## src/rtl/sprom_pkg.sv

```systemverilog
// Package: shared constants and types for the serial EEPROM host.
// Assumes a memory word of 16 bits and an address field of at most 8 bits.
package sprom_pkg;
    localparam int WORD_W = 16;
    localparam int ADDR_W = 8;
    localparam int VEC_W  = 32;                 // longest frame is 28 bits
    localparam int IDX_W  = $clog2(VEC_W);

    typedef enum logic [3:0] {
        S_IDLE, S_EWEN, S_RCMD, S_RDATA, S_WCMD, S_WDROP,
        S_WPOLL, S_EWDS, S_DSEL, S_DTAIL, S_FIN
    } st_t;
endpackage

```

## src/rtl/sprom_tick.sv

```systemverilog
// Module: divider producing one tick every DIV clock cycles while run is high.
// Assumes DIV >= 1; the counter restarts whenever run is low.
module sprom_tick #(
    parameter int DIV = 8
) (
    input  logic clk,
    input  logic rst_n,
    input  logic run,
    output logic tick
);
    localparam int CW = (DIV > 1) ? $clog2(DIV) : 1;

    logic [CW-1:0] cnt_q;

    assign tick = run && (cnt_q == CW'(DIV - 1));

    // Count cycles between ticks.
    always_ff @(posedge clk) begin
        if (!rst_n || !run) cnt_q <= '0;
        else if (tick)      cnt_q <= '0;
        else                cnt_q <= cnt_q + CW'(1);
    end

    generate
        if (DIV > 1) begin : g_gap
            a_r13_tick_gap: assert property (@(posedge clk) disable iff (!rst_n)
                tick |=> !tick);
        end
    endgenerate
endmodule

```

## src/rtl/sprom_bitio.sv

```systemverilog
// Module: serial bit engine. A load gives it a right-aligned vector and a length.
// It sends bits MSB first: each bit is driven with sk low for one tick period, then
// sk high for one tick period. Data in is sampled at the end of each low half.
// Assumes the caller loads only while the engine is idle.
module sprom_bitio
    import sprom_pkg::*;
(
    input  logic              clk,
    input  logic              rst_n,
    input  logic              tick,
    input  logic              ld,
    input  logic [VEC_W-1:0]  vec,
    input  logic [IDX_W-1:0]  len,
    input  logic              di,
    output logic              sk,
    output logic              dout,
    output logic              fin,
    output logic [WORD_W-1:0] rx
);
    logic             act_q, half_q;
    logic [IDX_W-1:0] idx_q;
    logic [VEC_W-1:0] vec_q;

    assign sk   = act_q && half_q;
    assign dout = act_q && vec_q[idx_q];
    assign fin  = act_q && half_q && tick && (idx_q == '0);

    // Step through half-phases and bit positions on each tick.
    always_ff @(posedge clk) begin
        if (!rst_n) begin
            act_q  <= 1'b0;
            half_q <= 1'b0;
            idx_q  <= '0;
            vec_q  <= '0;
        end else if (ld) begin
            act_q  <= 1'b1;
            half_q <= 1'b0;
            idx_q  <= len - IDX_W'(1);
            vec_q  <= vec;
        end else if (act_q && tick) begin
            half_q <= !half_q;
            if (half_q) begin
                if (idx_q == '0) act_q <= 1'b0;
                else             idx_q <= idx_q - IDX_W'(1);
            end
        end
    end

    // Capture data in at the end of each low half-phase.
    always_ff @(posedge clk) begin
        if (!rst_n)                         rx <= '0;
        else if (act_q && !half_q && tick)  rx <= {rx[WORD_W-2:0], di};
    end

    a_r13_sk_on_tick: assert property (@(posedge clk) disable iff (!rst_n)
        !tick |=> $stable(sk));
    a_r2_do_held_high: assert property (@(posedge clk) disable iff (!rst_n)
        sk |-> $stable(dout));
endmodule

```

## src/rtl/sprom_host.sv

```systemverilog
// Module: top-level burst sequencer for a serial EEPROM.
// Runs one framed transaction per word, deselects between frames, brackets
// writes with enable/disable frames and polls ready after each written word.
// Assumes the memory shifts on the rising serial clock edge and reports
// ready as a 1 on its data line while selected.
module sprom_host
    import sprom_pkg::*;
#(
    parameter int DIV      = 8,
    parameter int CNT_W    = 8,
    parameter int POLL_MAX = 1024
) (
    input  logic              clk,
    input  logic              rst_n,
    input  logic              start,
    input  logic              wr_mode,
    input  logic              addr8,
    input  logic [ADDR_W-1:0] addr,
    input  logic [CNT_W-1:0]  count,
    input  logic [WORD_W-1:0] wr_data,
    output logic              wr_take,
    output logic [WORD_W-1:0] rd_data,
    output logic              rd_valid,
    output logic              busy,
    output logic              done,
    output logic              err,
    output logic              eep_cs,
    output logic              eep_sk,
    output logic              eep_do,
    input  logic              eep_di
);
    localparam int PW = $clog2(POLL_MAX + 1);

    st_t               st_q, ret_q;
    logic              pend_q, wide_q, wmode_q;
    logic [ADDR_W-1:0] addr_q;
    logic [CNT_W-1:0]  left_q;
    logic [PW-1:0]     poll_q;

    logic              tick, ld, fin;
    logic [VEC_W-1:0]  vec;
    logic [IDX_W-1:0]  len;
    logic [IDX_W-1:0]  aw;
    logic [ADDR_W-1:0] amask;
    logic [WORD_W-1:0] rx;

    assign busy  = (st_q != S_IDLE);
    assign aw    = wide_q ? IDX_W'(8) : IDX_W'(6);
    assign amask = addr8 ? 8'hFF : 8'h3F;

    sprom_tick #(.DIV(DIV)) u_tick (
        .clk(clk), .rst_n(rst_n), .run(busy), .tick(tick)
    );

    sprom_bitio u_bits (
        .clk(clk), .rst_n(rst_n), .tick(tick), .ld(ld), .vec(vec), .len(len),
        .di(eep_di), .sk(eep_sk), .dout(eep_do), .fin(fin), .rx(rx)
    );

    // Select is high in every state that carries a framed command.
    assign eep_cs = (st_q == S_EWEN) || (st_q == S_RCMD) || (st_q == S_RDATA) ||
                    (st_q == S_WCMD) || (st_q == S_WPOLL) || (st_q == S_EWDS);

    // Choose the bit vector and length for the state's frame; a leading 0 is the select period.
    always_comb begin
        vec = '0;
        len = IDX_W'(1);
        ld  = 1'b0;
        unique case (st_q)
            S_EWEN:  begin vec = VEC_W'(6'b010011) << (aw - IDX_W'(2)); len = aw + IDX_W'(4); ld = pend_q; end
            S_EWDS:  begin vec = VEC_W'(6'b010000) << (aw - IDX_W'(2)); len = aw + IDX_W'(4); ld = pend_q; end
            S_RCMD:  begin vec = (VEC_W'(4'b0110) << aw) | VEC_W'(addr_q); len = aw + IDX_W'(4); ld = pend_q; end
            S_RDATA: begin len = IDX_W'(17); ld = pend_q; end
            S_WCMD:  begin
                vec = (((VEC_W'(4'b0101) << aw) | VEC_W'(addr_q)) << WORD_W) | VEC_W'(wr_data);
                len = aw + IDX_W'(20);
                ld  = pend_q;
            end
            S_WPOLL: ld = pend_q;
            S_DSEL:  ld = pend_q;
            default: ld = 1'b0;
        endcase
    end

    // Burst sequencer: accepts requests and walks the frames of a burst.
    always_ff @(posedge clk) begin
        if (!rst_n) begin
            st_q     <= S_IDLE;
            ret_q    <= S_IDLE;
            pend_q   <= 1'b0;
            wide_q   <= 1'b0;
            wmode_q  <= 1'b0;
            addr_q   <= '0;
            left_q   <= '0;
            poll_q   <= '0;
            err      <= 1'b0;
            done     <= 1'b0;
            rd_valid <= 1'b0;
            rd_data  <= '0;
            wr_take  <= 1'b0;
        end else begin
            done     <= 1'b0;
            rd_valid <= 1'b0;
            wr_take  <= ld && (st_q == S_WCMD);
            if (ld) pend_q <= 1'b0;
            unique case (st_q)
                S_IDLE: if (start) begin
                    err     <= 1'b0;
                    wide_q  <= addr8;
                    wmode_q <= wr_mode;
                    addr_q  <= addr & amask;
                    left_q  <= count;
                    pend_q  <= 1'b1;
                    if (count == '0) st_q <= S_FIN;
                    else             st_q <= wr_mode ? S_EWEN : S_RCMD;
                end
                S_EWEN: if (fin) begin
                    st_q <= S_DSEL; ret_q <= S_WCMD; pend_q <= 1'b1;
                end
                S_RCMD: if (fin) begin
                    st_q <= S_RDATA; pend_q <= 1'b1;
                end
                S_RDATA: if (fin) begin
                    rd_data  <= rx;
                    rd_valid <= 1'b1;
                    left_q   <= left_q - CNT_W'(1);
                    addr_q   <= (addr_q + ADDR_W'(1)) & (wide_q ? 8'hFF : 8'h3F);
                    ret_q    <= (left_q == CNT_W'(1)) ? S_FIN : S_RCMD;
                    st_q     <= S_DSEL;
                    pend_q   <= 1'b1;
                end
                S_WCMD: if (fin) begin
                    st_q <= S_WDROP; poll_q <= '0;
                end
                S_WDROP: if (tick) begin
                    st_q <= S_WPOLL; pend_q <= 1'b1;
                end
                S_WPOLL: if (fin) begin
                    if (rx[0]) begin
                        left_q <= left_q - CNT_W'(1);
                        addr_q <= (addr_q + ADDR_W'(1)) & (wide_q ? 8'hFF : 8'h3F);
                        ret_q  <= (left_q == CNT_W'(1)) ? S_EWDS : S_WCMD;
                        st_q   <= S_DSEL;
                    end else if (poll_q == PW'(POLL_MAX - 1)) begin
                        err   <= 1'b1;
                        ret_q <= S_EWDS;
                        st_q  <= S_DSEL;
                    end else begin
                        poll_q <= poll_q + PW'(1);
                    end
                    pend_q <= 1'b1;
                end
                S_EWDS: if (fin) begin
                    st_q <= S_DSEL; ret_q <= S_FIN; pend_q <= 1'b1;
                end
                S_DSEL: if (fin) st_q <= S_DTAIL;
                S_DTAIL: if (tick) begin
                    st_q <= ret_q; pend_q <= 1'b1;
                end
                S_FIN: begin
                    st_q <= S_IDLE; done <= 1'b1;
                end
                default: st_q <= S_IDLE;
            endcase
        end
    end

    a_r11_done_on_fall: assert property (@(posedge clk) disable iff (!rst_n)
        $fell(busy) |-> done);
    a_r11_done_idle: assert property (@(posedge clk) disable iff (!rst_n)
        done |-> !busy);
    a_r3_valid_in_read: assert property (@(posedge clk) disable iff (!rst_n)
        rd_valid |-> (busy && !wmode_q));
    a_r8_take_in_write: assert property (@(posedge clk) disable iff (!rst_n)
        wr_take |-> (busy && wmode_q));
    a_r10_err_rise_write: assert property (@(posedge clk) disable iff (!rst_n)
        $rose(err) |-> wmode_q);
    a_r10_err_clear: assert property (@(posedge clk) disable iff (!rst_n)
        $fell(err) |-> busy);
    a_r1_quiet_idle: assert property (@(posedge clk) disable iff (!rst_n)
        !busy |-> (!eep_sk && !eep_cs));
endmodule

```

## config.mk

```make
export PLATFORM = sky130hd
export DESIGN_NAME = sprom_host
export DESIGN_NICKNAME = d
export VERILOG_FILES = /design/src/rtl/sprom_pkg.sv /design/src/rtl/sprom_tick.sv /design/src/rtl/sprom_bitio.sv /design/src/rtl/sprom_host.sv
export SDC_FILE = /design/constraint.sdc
export NUM_CORES = 1
export LEC_CHECK = 0
export ABC_AREA = 1
export BUFFER_PORTS_ARGS = -buffer_cell sky130_fd_sc_hd__buf_2
export CORE_ASPECT_RATIO = 0.6
export CORE_MARGIN = 2
export CORE_UTILIZATION = 55
export CTS_CLUSTER_SIZE = 20
export DETAILED_ROUTE_END_ITERATION = 6
export PLACE_DENSITY = 0.75
export SLEW_MARGIN = 20
export SYNTH_ARGS = -nofsm -noshare
export SYNTH_HDL_FRONTEND = slang
export SYNTH_HIERARCHICAL = 1
export SYNTH_SLANG_ARGS = --single-unit
```

## constraint.sdc

```tcl
create_clock -name clk -period 7.1 [get_ports clk]
set_clock_uncertainty 0.15 [all_clocks]
set_input_delay 1.065 -clock clk [delete_from_list [all_inputs] [get_ports clk]]
set_output_delay 1.065 -clock clk [all_outputs]
set_load 0.01 [all_outputs]
```

==> flow_metrics.tcl, run 1 <==
set metrics [dict create \
    run_status "finished, final reports clean" \
    timing_max_transition_violations_final 0 \
    detailedRoute.firstPassIterationCount 5 \
    critPathBufInv 3 \
    timing.critical_path.arrival_ns 3.94 \
    worst_hold_path_type "register to register" \
    postCtsResizedCells 0 \
    layout.filler_cells 998 \
    clock_tree.buffer_depth 2 \
    endpoint_kind "register" \
    ys_top_cells_by_area "sky130_fd_sc_hd__dfxtp_1, sky130_fd_sc_hd__nand2_1, sky130_fd_sc_hd__nor2_1" \
    ir_worst_vdd_mv 0.221 \
    drv_cap 0 \
    fin_tns_setup_ns 0 \
    portion_of_the_clock_cycle_consumed_by_the_worst_path_in_the_final_layout 0.534 \
    die_height_um 85.1 \
    critPathSlowestCell "sky130_fd_sc_hd__inv_1" \
    grt_util_overall 0.267 \
    multi_input_area_um2 3170 \
    area_delta_synth_final_pct 14.2 \
    cts_post_setup_buffers_inserted 0 \
    syn_area_um2 6030 \
    cp_cell_instances "inv_2, nor2_4, nand2_1, nand3_1, nand2_1, inv_1, inv_4, o21ai_1, ha_1, nand3_1, a21oi_1, a21oi_1" \
    dieArea_um2 11900 \
    first_global_vias 5328 \
    via_count 5976 \
    placement_rows 29 \
    cts.sink_count 115 \
    maxClockFrequency_ghz 0.264 \
    dp_hpwl_um 10200 \
    synthArstFlopShare 0 \
    cts_made_buffers 17 \
    synthFlopType "sky130_fd_sc_hd__dfxtp_1" \
    num_antenna_cells 0 \
    setup_repair_after_global_routing_missed_its_margin "false" \
    final_hold_viol_count 0 \
    finalSetupViolations 0 \
    detail_route.drc_violations 0 \
    yosys_register_bits 115 \
    finalWeightedCongestion 0.875 \
    routed_via_density 5.24 \
    first_iter_violations 496 \
    antenna_found_initial 0 \
    grt_max_degree 82 \
    design.core.area_um2 10600 \
    crit_path_start_kind "register" \
    utilization_of_the_core_after_routing 0.648 \
    synth-seq-area-share 0.382 \
    worstMarginPinSlew_ns 1.06 \
    initial_core_util 0.568 \
    yosys.area.top_type_share 0.382 \
    slew-limit-headroom 0.288 \
    detail_route.wl_per_cell_um 13.4 \
    i_o_buffers 61 \
    clock-root-buffer "sky130_fd_sc_hd__clkbuf_16" \
    htree_levels 4 \
    grt_overflow_total 0 \
    crit_type "register to register" \
    post_route_cells_drive_above_1_share 0.131 \
    design.portCount 62 \
    path_delay_family "buffers and inverters" \
    power.leakage_nw 3.25 \
    synthDominantAreaCellType "sky130_fd_sc_hd__dfxtp_1" \
    finalNetCount 1034 \
    cts-hold-fix-buffers 0 \
    syn_area_per_cell_um2 6.41 \
    synth.most_common_cell "sky130_fd_sc_hd__nand2_1" \
    ff_latch_area_um2 2300 \
    cts.clk_slew.worst_paths_ns 0.06 \
    die_width_um 139 \
    postRouteWirelength_um 15300 \
    tritoncts "done" \
    power.density_nw_per_um2 369 \
    netlist_top_cells_count "sky130_fd_sc_hd__nand2_1, sky130_fd_sc_hd__nor2_1, sky130_fd_sc_hd__dfxtp_1" \
    path_max_fanout 42 \
    cell_count_after_synthesis 941 \
    cp.required_ns 7.25 \
    postRouteAntennaNets 0 \
    number_of_synthesized_flops_with_an_enable_pin 0 \
    yosys.cell_types.count 35 \
    grt_first_pass_wirelength_um 25800 \
    clock_latency_ns 0.41 \
    max_stage_delay_ns 0.72 \
    min_period_ns 3.79 \
    yosys_warnings 6 \
]
-- stage by stage --
stage / instance area, um^2 / hold WS (ns) / std cells / setup WS (ns) / total power, mW
CTS: 6890 / 0.278 / 1141 / 3.41 / 2.54
global route: 6890 / 0.318 / 1141 / 2.87 / 2.73
global placement: 6310 / 0.271 / 1109 / 3.52 / 1.68
detailed placement: 6310 / 0.270 / 1109 / 3.43 / 1.69
floorplan: 6050 / 0.247 / 946 / 4.51 / 1.53
finish: 6890 / 0.283 / 1141 / 3.31 / 2.54
-- state kept, by name, summed over array words and instances, names as in the netlist, 5 cells and up --
name / cells
u_bits/vec_q: 32
rd_data: 16
u_bits/rx: 16
poll_q: 11
addr_q: 8
left_q: 8
u_bits/idx_q: 5
-- area by class of cell --
| type | instances | area share |
|---|---|---|
| Inverter | 91 | 0.0501 |
| Multi-Input combinational cell | 701 | 0.460 |
| Clock buffer | 18 | 0.0623 |
| Clock inverter | 14 | 0.0223 |
| Sequential cell | 115 | 0.334 |
| Timing Repair Buffer | 63 | 0.0465 |
| Tap cell | 139 | 0.0252 |
-- where the power goes --
group          internal [mW]  total [mW]  switching (mW)
registers              0.761       0.871           0.110
logic                  0.264       0.831           0.567
clock network          0.520       0.843           0.322
total                   1.55        2.54           0.999
-- routing by layer --
metal	vias up	GRT usage	wire (um)
met5	-	0	0
li1	3103	-	-
met4	0	0.0661	117
met3	12	0.0632	1350
met1	2639	0.403	7830
met2	222	0.383	5960
-- path summary, 6_finish.rpt --
| path | end | start | slack [ns] | depth (start not counted) |
|---|---|---|---|---|
| min | u_tick/cnt_q[0] | u_tick/cnt_q[0] | 0.28 | 1 |
| min reg2reg | u_tick/cnt_q[0] | u_tick/cnt_q[0] | 0.28 | 1 |
| max reg2reg | u_bits/idx_q[4] | st_q[2] | 3.31 | 12 |
| max | u_bits/idx_q[4] | st_q[2] | 3.31 | 12 |
-- cells in the final DEF, fill, tap and decap left out, types with 4 or more instances in the layout --
master                        n
sky130_fd_sc_hd__a21oi_1     57
sky130_fd_sc_hd__nand4_1     10
sky130_fd_sc_hd__clkbuf_16   17
sky130_fd_sc_hd__nand2_1    223
sky130_fd_sc_hd__nand2_2      7
sky130_fd_sc_hd__inv_2        8
sky130_fd_sc_hd__conb_1       6
sky130_fd_sc_hd__o21ai_0     79
sky130_fd_sc_hd__dfxtp_1    115
sky130_fd_sc_hd__nand3_2      6
sky130_fd_sc_hd__o211ai_1     4
sky130_fd_sc_hd__nand3_1     79
sky130_fd_sc_hd__inv_1       80
sky130_fd_sc_hd__ha_1         7
sky130_fd_sc_hd__buf_2       61
sky130_fd_sc_hd__nor2_2       4
sky130_fd_sc_hd__inv_6        4
sky130_fd_sc_hd__nor2_1     185
sky130_fd_sc_hd__o21ai_1     13
-- cells by family (layout without fill, tap and decap cells) --
kind of cell	count (synthesis)	after routing	share of synthesized area
AOI/OAI and AO/OA	158	158	0.135
xor gates and xnor gates	3	3	0.00435
adders and majority gates	7	7	0.0145
buffers and inverters	130	186	0.0964
DFF	115	115	0.382
other	1	6	0.000621
and+or+nand+nor	527	527	0.367
-- worst reg2reg max path: stages (launching register included) --
cell and delay [ns]:
sky130_fd_sc_hd__dfxtp_1 0.44, sky130_fd_sc_hd__inv_2 0.09, sky130_fd_sc_hd__nor2_4 0.16, sky130_fd_sc_hd__nand2_1 0.50
sky130_fd_sc_hd__nand3_1 0.31, sky130_fd_sc_hd__nand2_1 0.07, sky130_fd_sc_hd__inv_1 0.72, sky130_fd_sc_hd__inv_4 0.39
sky130_fd_sc_hd__o21ai_1 0.30, sky130_fd_sc_hd__ha_1 0.24, sky130_fd_sc_hd__nand3_1 0.10, sky130_fd_sc_hd__a21oi_1 0.14
sky130_fd_sc_hd__a21oi_1 0.08
No activity file was read; power rests on OpenSTA's default activity.
==> run 2, diff against run 1 <==
Clock period 7.1 ns to 3.55 ns, I/O delays scaled along.
==> flow_metrics.tcl, run 2 (synthesis results as in run 1) <==
set metrics [dict create \
    swShare 0.388 \
    power.leakage_nw 3.27 \
    worstMarginPinSlew_ns 0.985 \
    via_count 6064 \
    antenna_found_initial 0 \
    critPathMostFrequentCell "sky130_fd_sc_hd__inv_1" \
    rr_startpoint "st_q[0]" \
    setup_repair_after_global_routing_missed_its_margin "false" \
    clock_latency_ns 0.41 \
    post_route_cells_drive_above_1_share 0.133 \
    worst_hold_path_type "input pin to register" \
    number_of_cell_instances_on_the_worst_register_to_register_path 15 \
    detail_route.drc_violations 0 \
    portion_of_the_clock_cycle_consumed_by_the_worst_path_in_the_final_layout 0.784 \
    die_width_um 139 \
    critPathSlowestCell "sky130_fd_sc_hd__dfxtp_1" \
    utilization_of_the_core_after_routing 0.652 \
    first_iter_violations 634 \
    initial_core_util 0.568 \
    crit_path_start_kind "register" \
    finalInstanceArea_um2 6930 \
    sequential_group_share_of_total_power 0.338 \
    detail_route.wl_per_cell_um 13.4 \
    grt_overflow_total 0 \
    first_global_vias 5446 \
    routed_via_density 5.29 \
    min_period_ns 2.78 \
    final_hold_viol_count 0 \
    design.core.area_um2 10600 \
    worst_reg2reg_endpoint "poll_q[3]" \
    finalWeightedCongestion 0.928 \
    clock_power_share 0.328 \
    layout.filler_cells 962 \
    design.portCount 62 \
    cts.clk_slew.worst_paths_ns 0.06 \
    placement.cell_area_um2 6350 \
    ir_worst_vdd_mv 0.516 \
    placement_rows 29 \
    die_height_um 85.1 \
    grt_first_pass_wirelength_um 26300 \
    slew-limit-headroom 0.339 \
    internal-power_mw 3.13 \
    num_antenna_cells 0 \
    drv_cap 0 \
    hold_depth 3 \
    detailedRoute.firstPassIterationCount 5 \
    cts_post_setup_buffers_inserted 0 \
    grt_max_degree 81 \
    max_stage_delay_ns 0.46 \
    clock-root-buffer "sky130_fd_sc_hd__clkbuf_16" \
    area_delta_synth_final_pct 14.8 \
    r2r_setup_slack_ns 0.77 \
    dieArea_um2 11900 \
    whs_endpoint "u_bits/rx[0]" \
    final_common_cell "sky130_fd_sc_hd__nand2_1" \
    i_o_buffers 61 \
    path_max_fanout 10 \
    crit_type "register to register" \
    top_register "u_bits/vec_q" \
    cts.sink_count 115 \
    power.density_nw_per_um2 737 \
    dp_hpwl_um 10200 \
    tritoncts "done" \
    postRouteAntennaNets 0 \
    endpoint_kind "register" \
    run_status "finished, final reports clean" \
    hold_start "eep_di" \
    postRouteWirelength_um 15400 \
    critPathBufInv 5 \
    largest_registers "u_bits/vec_q: 32 flops, rd_data: 16 flops, u_bits/rx: 16 flops" \
    cts-hold-fix-buffers 0 \
    power.combinational.fraction 0.335 \
    cp_cell_instances "nor2_1, nand2_1, nand2_1, inv_1, inv_1, nor2_1, inv_1, nor2_1, inv_1, nor3_1, nand2_1, inv_1, nand2_2, o21ai_0, nor2_1" \
    maxClockFrequency_ghz 0.359 \
    timing.critical_path.arrival_ns 2.93 \
    fin_tns_setup_ns 0 \
    postCtsResizedCells 0 \
    largest_reg_flops 32 \
    path_delay_family "simple AND/OR/NAND/NOR gates" \
    finalSetupViolations 0 \
    netSwitchingPower_mw 1.98 \
    cts_made_buffers 17 \
    layout.cells.most_common_list "sky130_fd_sc_hd__nand2_1, sky130_fd_sc_hd__nor2_1, sky130_fd_sc_hd__dfxtp_1" \
    clock_tree.buffer_depth 2 \
    htree_levels 4 \
    finalNetCount 1039 \
    cp.required_ns 3.70 \
    grt_util_overall 0.271 \
    timing_max_transition_violations_final 0 \
]
-- run 2: cell types whose count changed in the layout (fill, tap and decap cells not counted) --
cell / before / now
sky130_fd_sc_hd__buf_4: 2 / 7
sky130_fd_sc_hd__inv_6: 4 / 1
sky130_fd_sc_hd__clkbuf_1: 1 / 3
sky130_fd_sc_hd__clkbuf_8: 0 / 1
sky130_fd_sc_hd__clkinv_2: 3 / 2
sky130_fd_sc_hd__clkinvlp_4: 3 / 4
-- run 2: worst max-delay path by stage --
stage                       start         to  slack [ns]  cells after the start
after floorplan           st_q[0]  poll_q[8]        0.96                     16
after global placement    st_q[0]  poll_q[3]        1.00                     15
after detailed placement  st_q[0]  poll_q[3]        0.90                     15
after CTS                 st_q[0]  poll_q[4]        0.86                     15
after global routing      st_q[0]  poll_q[8]        0.50                     15
final                     st_q[0]  poll_q[3]        0.77                     15
-- run 2: worst reg2reg max path, delay by kind of cell, from the launching register on --
family	cells	cell delay, ns
AOI/OAI and AO/OA	1	0.19
and+or+nand+nor	9	1.32
buffers and inverters	5	0.56
DFF	1	0.46
-- run 2: through the flow --
| stage | total power, mW | instances | worst slack [ns] | hold WS, ns |
|---|---|---|---|---|
| floorplan | 3.06 | 946 | 0.964 | 0.247 |
| global placement | 3.38 | 1114 | 1.00 | 0.258 |
| detailed placement | 3.39 | 1114 | 0.899 | 0.264 |
| finish | 5.11 | 1146 | 0.768 | 0.197 |
| CTS | 5.09 | 1146 | 0.856 | 0.193 |
| global route | 5.45 | 1146 | 0.500 | 0.222 |
-- run 2: layout make-up --
type	count	area [um^2]	area share
clock inverters	11	130	0.0188
repair buffers	68	358	0.0516
inverters	91	345	0.0498
multi-input cells	701	3170	0.457
flip-flops and latches	115	2300	0.332
well taps	139	174	0.0251
clock buffers	21	450	0.0650
-- run 2: power by group through the flow --
| stage | sequential [mW] | clock [mW] | combinational, mW |
|---|---|---|---|
| after global placement | 1.74 | 0 | 1.64 |
| after detailed placement | 1.74 | 0 | 1.66 |
| after global routing | 1.75 | 1.75 | 1.96 |
| after CTS | 1.72 | 1.69 | 1.68 |
| after floorplan | 1.68 | 0 | 1.39 |
| final | 1.72 | 1.67 | 1.71 |
-- run 2: routing by layer --
metal | GRT usage | share of wire
met2 | 0.376 | 0.38
met1 | 0.416 | 0.51
met4 | 0.0937 | 0.015
met5 | 0 | 0
met3 | 0.0536 | 0.087
==> run 3, diff against run 2 <==
Settings changed: CORE_UTILIZATION 55 to 54, PLACE_DENSITY 0.75 to 0.77.
Clock period 3.55 ns to 2.5 ns, I/O delays scaled along.
==> flow_metrics.tcl, run 3 (synthesis results as in run 1) <==
set metrics [dict create \
    routed_via_density 5.23 \
    i_o_buffers 61 \
    drv_cap 0 \
    final_common_cell "sky130_fd_sc_hd__nand2_1" \
    largest_reg_flops 32 \
    grt_util_overall 0.273 \
    swShare 0.389 \
    timing.critical_path.arrival_ns 2.55 \
    top_register "u_bits/vec_q" \
    cts-hold-fix-buffers 0 \
    finalSetupViolations 0 \
    clock-root-buffer "sky130_fd_sc_hd__clkbuf_16" \
    placement.cell_area_um2 6470 \
    layout.cells.most_common_list "sky130_fd_sc_hd__nand2_1, sky130_fd_sc_hd__nor2_1, sky130_fd_sc_hd__dfxtp_1" \
    termination_of_the_worst_setup_path "u_bits/idx_q[4]" \
    report.power.total_mw 7.51 \
    setup_repair_after_global_routing_missed_its_margin "false" \
    finalNetCount 1054 \
    slew-limit-headroom 0.658 \
    cp.required_ns 2.65 \
    design.portCount 62 \
    power.combinational.fraction 0.356 \
    maxClockFrequency_ghz 0.417 \
    cts.clk_slew.worst_paths_ns 0.06 \
    initial_core_util 0.562 \
    r2r_setup_slack_ns 0.10 \
    largest_registers "u_bits/vec_q: 32 flops, rd_data: 16 flops, u_bits/rx: 16 flops" \
    crit_path_start_kind "register" \
    grt_first_pass_wirelength_um 26500 \
    run_status "finished, final reports clean" \
    detailedRoute.firstPassIterationCount 5 \
    portion_of_the_clock_cycle_consumed_by_the_worst_path_in_the_final_layout 0.958 \
    die_height_um 85.9 \
    via_count 6076 \
    netSwitchingPower_mw 2.92 \
    post_route_cells_drive_above_1_share 0.159 \
    crit_type "register to register" \
    final_hold_viol_count 0 \
    number_of_cell_instances_on_the_worst_register_to_register_path 12 \
    cts.sink_count 115 \
    num_antenna_cells 0 \
    antenna_found_initial 0 \
    rr_startpoint "st_q[3]" \
    first_iter_violations 544 \
    design.core.area_um2 10700 \
    htree_levels 4 \
    postRouteWirelength_um 15800 \
    postRouteAntennaNets 0 \
    clock_latency_ns 0.41 \
    cts_made_buffers 17 \
    placed_cells_incl_taps 1128 \
    dp_hpwl_um 10600 \
    layout.filler_cells 937 \
    min_period_ns 2.40 \
    grt_max_degree 40 \
    fin_tns_setup_ns 0 \
    cp-startpoint "st_q[3]" \
    internal-power_mw 4.59 \
    finalInstanceArea_um2 7140 \
    worstMarginPinSlew_ns 0.513 \
    endpoint_kind "register" \
    worst_hold_path_type "input pin to register" \
    fin_cells 1161 \
    detail_route.drc_violations 0 \
    clock_tree.buffer_depth 2 \
    timing_max_transition_violations_final 0 \
    dieArea_um2 12100 \
    tritoncts "done" \
    die_width_um 140 \
    grt_overflow_total 0 \
    finalWeightedCongestion 0.955 \
    placement_rows 29 \
    path_max_fanout 30 \
    power.density_nw_per_um2 1050 \
    detail_route.wl_per_cell_um 13.6 \
    area_delta_synth_final_pct 18.3 \
    ir_worst_vdd_mv 0.674 \
    utilization_of_the_core_after_routing 0.665 \
    sequential_group_share_of_total_power 0.324 \
    clock_power_share 0.320 \
    first_global_vias 5457 \
    worst_reg2reg_endpoint "u_bits/idx_q[4]" \
    power.leakage_nw 3.37 \
]
run 3: per-layer routing:
layer | global-route usage | vias up | routed length, um
met3 | 0.0771 | 23 | 1560
li1 | - | 3139 | -
met4 | 0.0845 | 0 | 201
met5 | 0 | - | 0
met2 | 0.374 | 278 | 6150
met1 | 0.412 | 2636 | 7930
run 3: worst min-delay path by stage:
| stage | endpoint | from | cells after the start |
|---|---|---|---|
| 6_report | u_bits/rx[0] | eep_di | 3 |
| 5_1_grt | u_bits/rx[0] | eep_di | 3 |
| 4_1_cts | u_bits/rx[0] | eep_di | 3 |
| 3_5_place_dp | u_tick/cnt_q[0] | u_tick/cnt_q[0] | 1 |
| 3_3_place_gp | u_tick/cnt_q[0] | u_tick/cnt_q[0] | 1 |
| 2_1_floorplan | u_tick/cnt_q[0] | u_tick/cnt_q[0] | 1 |
run 3: cell type report:
cell class / instances / area (um^2) / share of cell area
timing repair buffer: 83 / 499 / 0.0699
sequential: 115 / 2300 / 0.323
clock buffer: 20 / 457 / 0.0640
clock inverter: 12 / 133 / 0.0186
multi-input combinational: 701 / 3230 / 0.452
tap: 139 / 174 / 0.0244
inverter: 91 / 345 / 0.0484
run 3: critical path, stage by stage, from the launching register on:
cell	delay (ns)
sky130_fd_sc_hd__dfxtp_1	0.42
sky130_fd_sc_hd__inv_1	0.17
sky130_fd_sc_hd__nor2_1	0.19
sky130_fd_sc_hd__nand2_1	0.14
sky130_fd_sc_hd__nand3_1	0.13
sky130_fd_sc_hd__nand2_1	0.07
sky130_fd_sc_hd__inv_2	0.13
sky130_fd_sc_hd__buf_4	0.31
sky130_fd_sc_hd__nand2_1	0.11
sky130_fd_sc_hd__o21ai_0	0.19
sky130_fd_sc_hd__inv_1	0.09
sky130_fd_sc_hd__nand4_1	0.10
sky130_fd_sc_hd__a21oi_1	0.07
run 3: what timing repair did:
action	in CTS	in global routing
setup endpoints to repair	0	49
gates resized for setup	0	19
buffers inserted	0	1
run 3: per-stage QoR:
| stage | setup WS [ns] | hold WS, ns |
|---|---|---|
| finish | 0.104 | 0.0780 |
| global route | 0.00759 | 0.0873 |
| CTS | 0.0324 | 0.0685 |
| detailed placement | 0.0847 | 0.265 |
| global placement | 0.126 | 0.257 |
| floorplan | 0.00226 | 0.247 |
run 3: power by group through the flow:
stage / registers (mW) / clock network, mW / logic, mW
global route: 2.47 / 2.51 / 3.02
detailed placement: 2.45 / 0 / 2.45
finish: 2.43 / 2.40 / 2.68
global placement: 2.44 / 0 / 2.43
floorplan: 2.38 / 0 / 1.97
CTS: 2.42 / 2.43 / 2.50
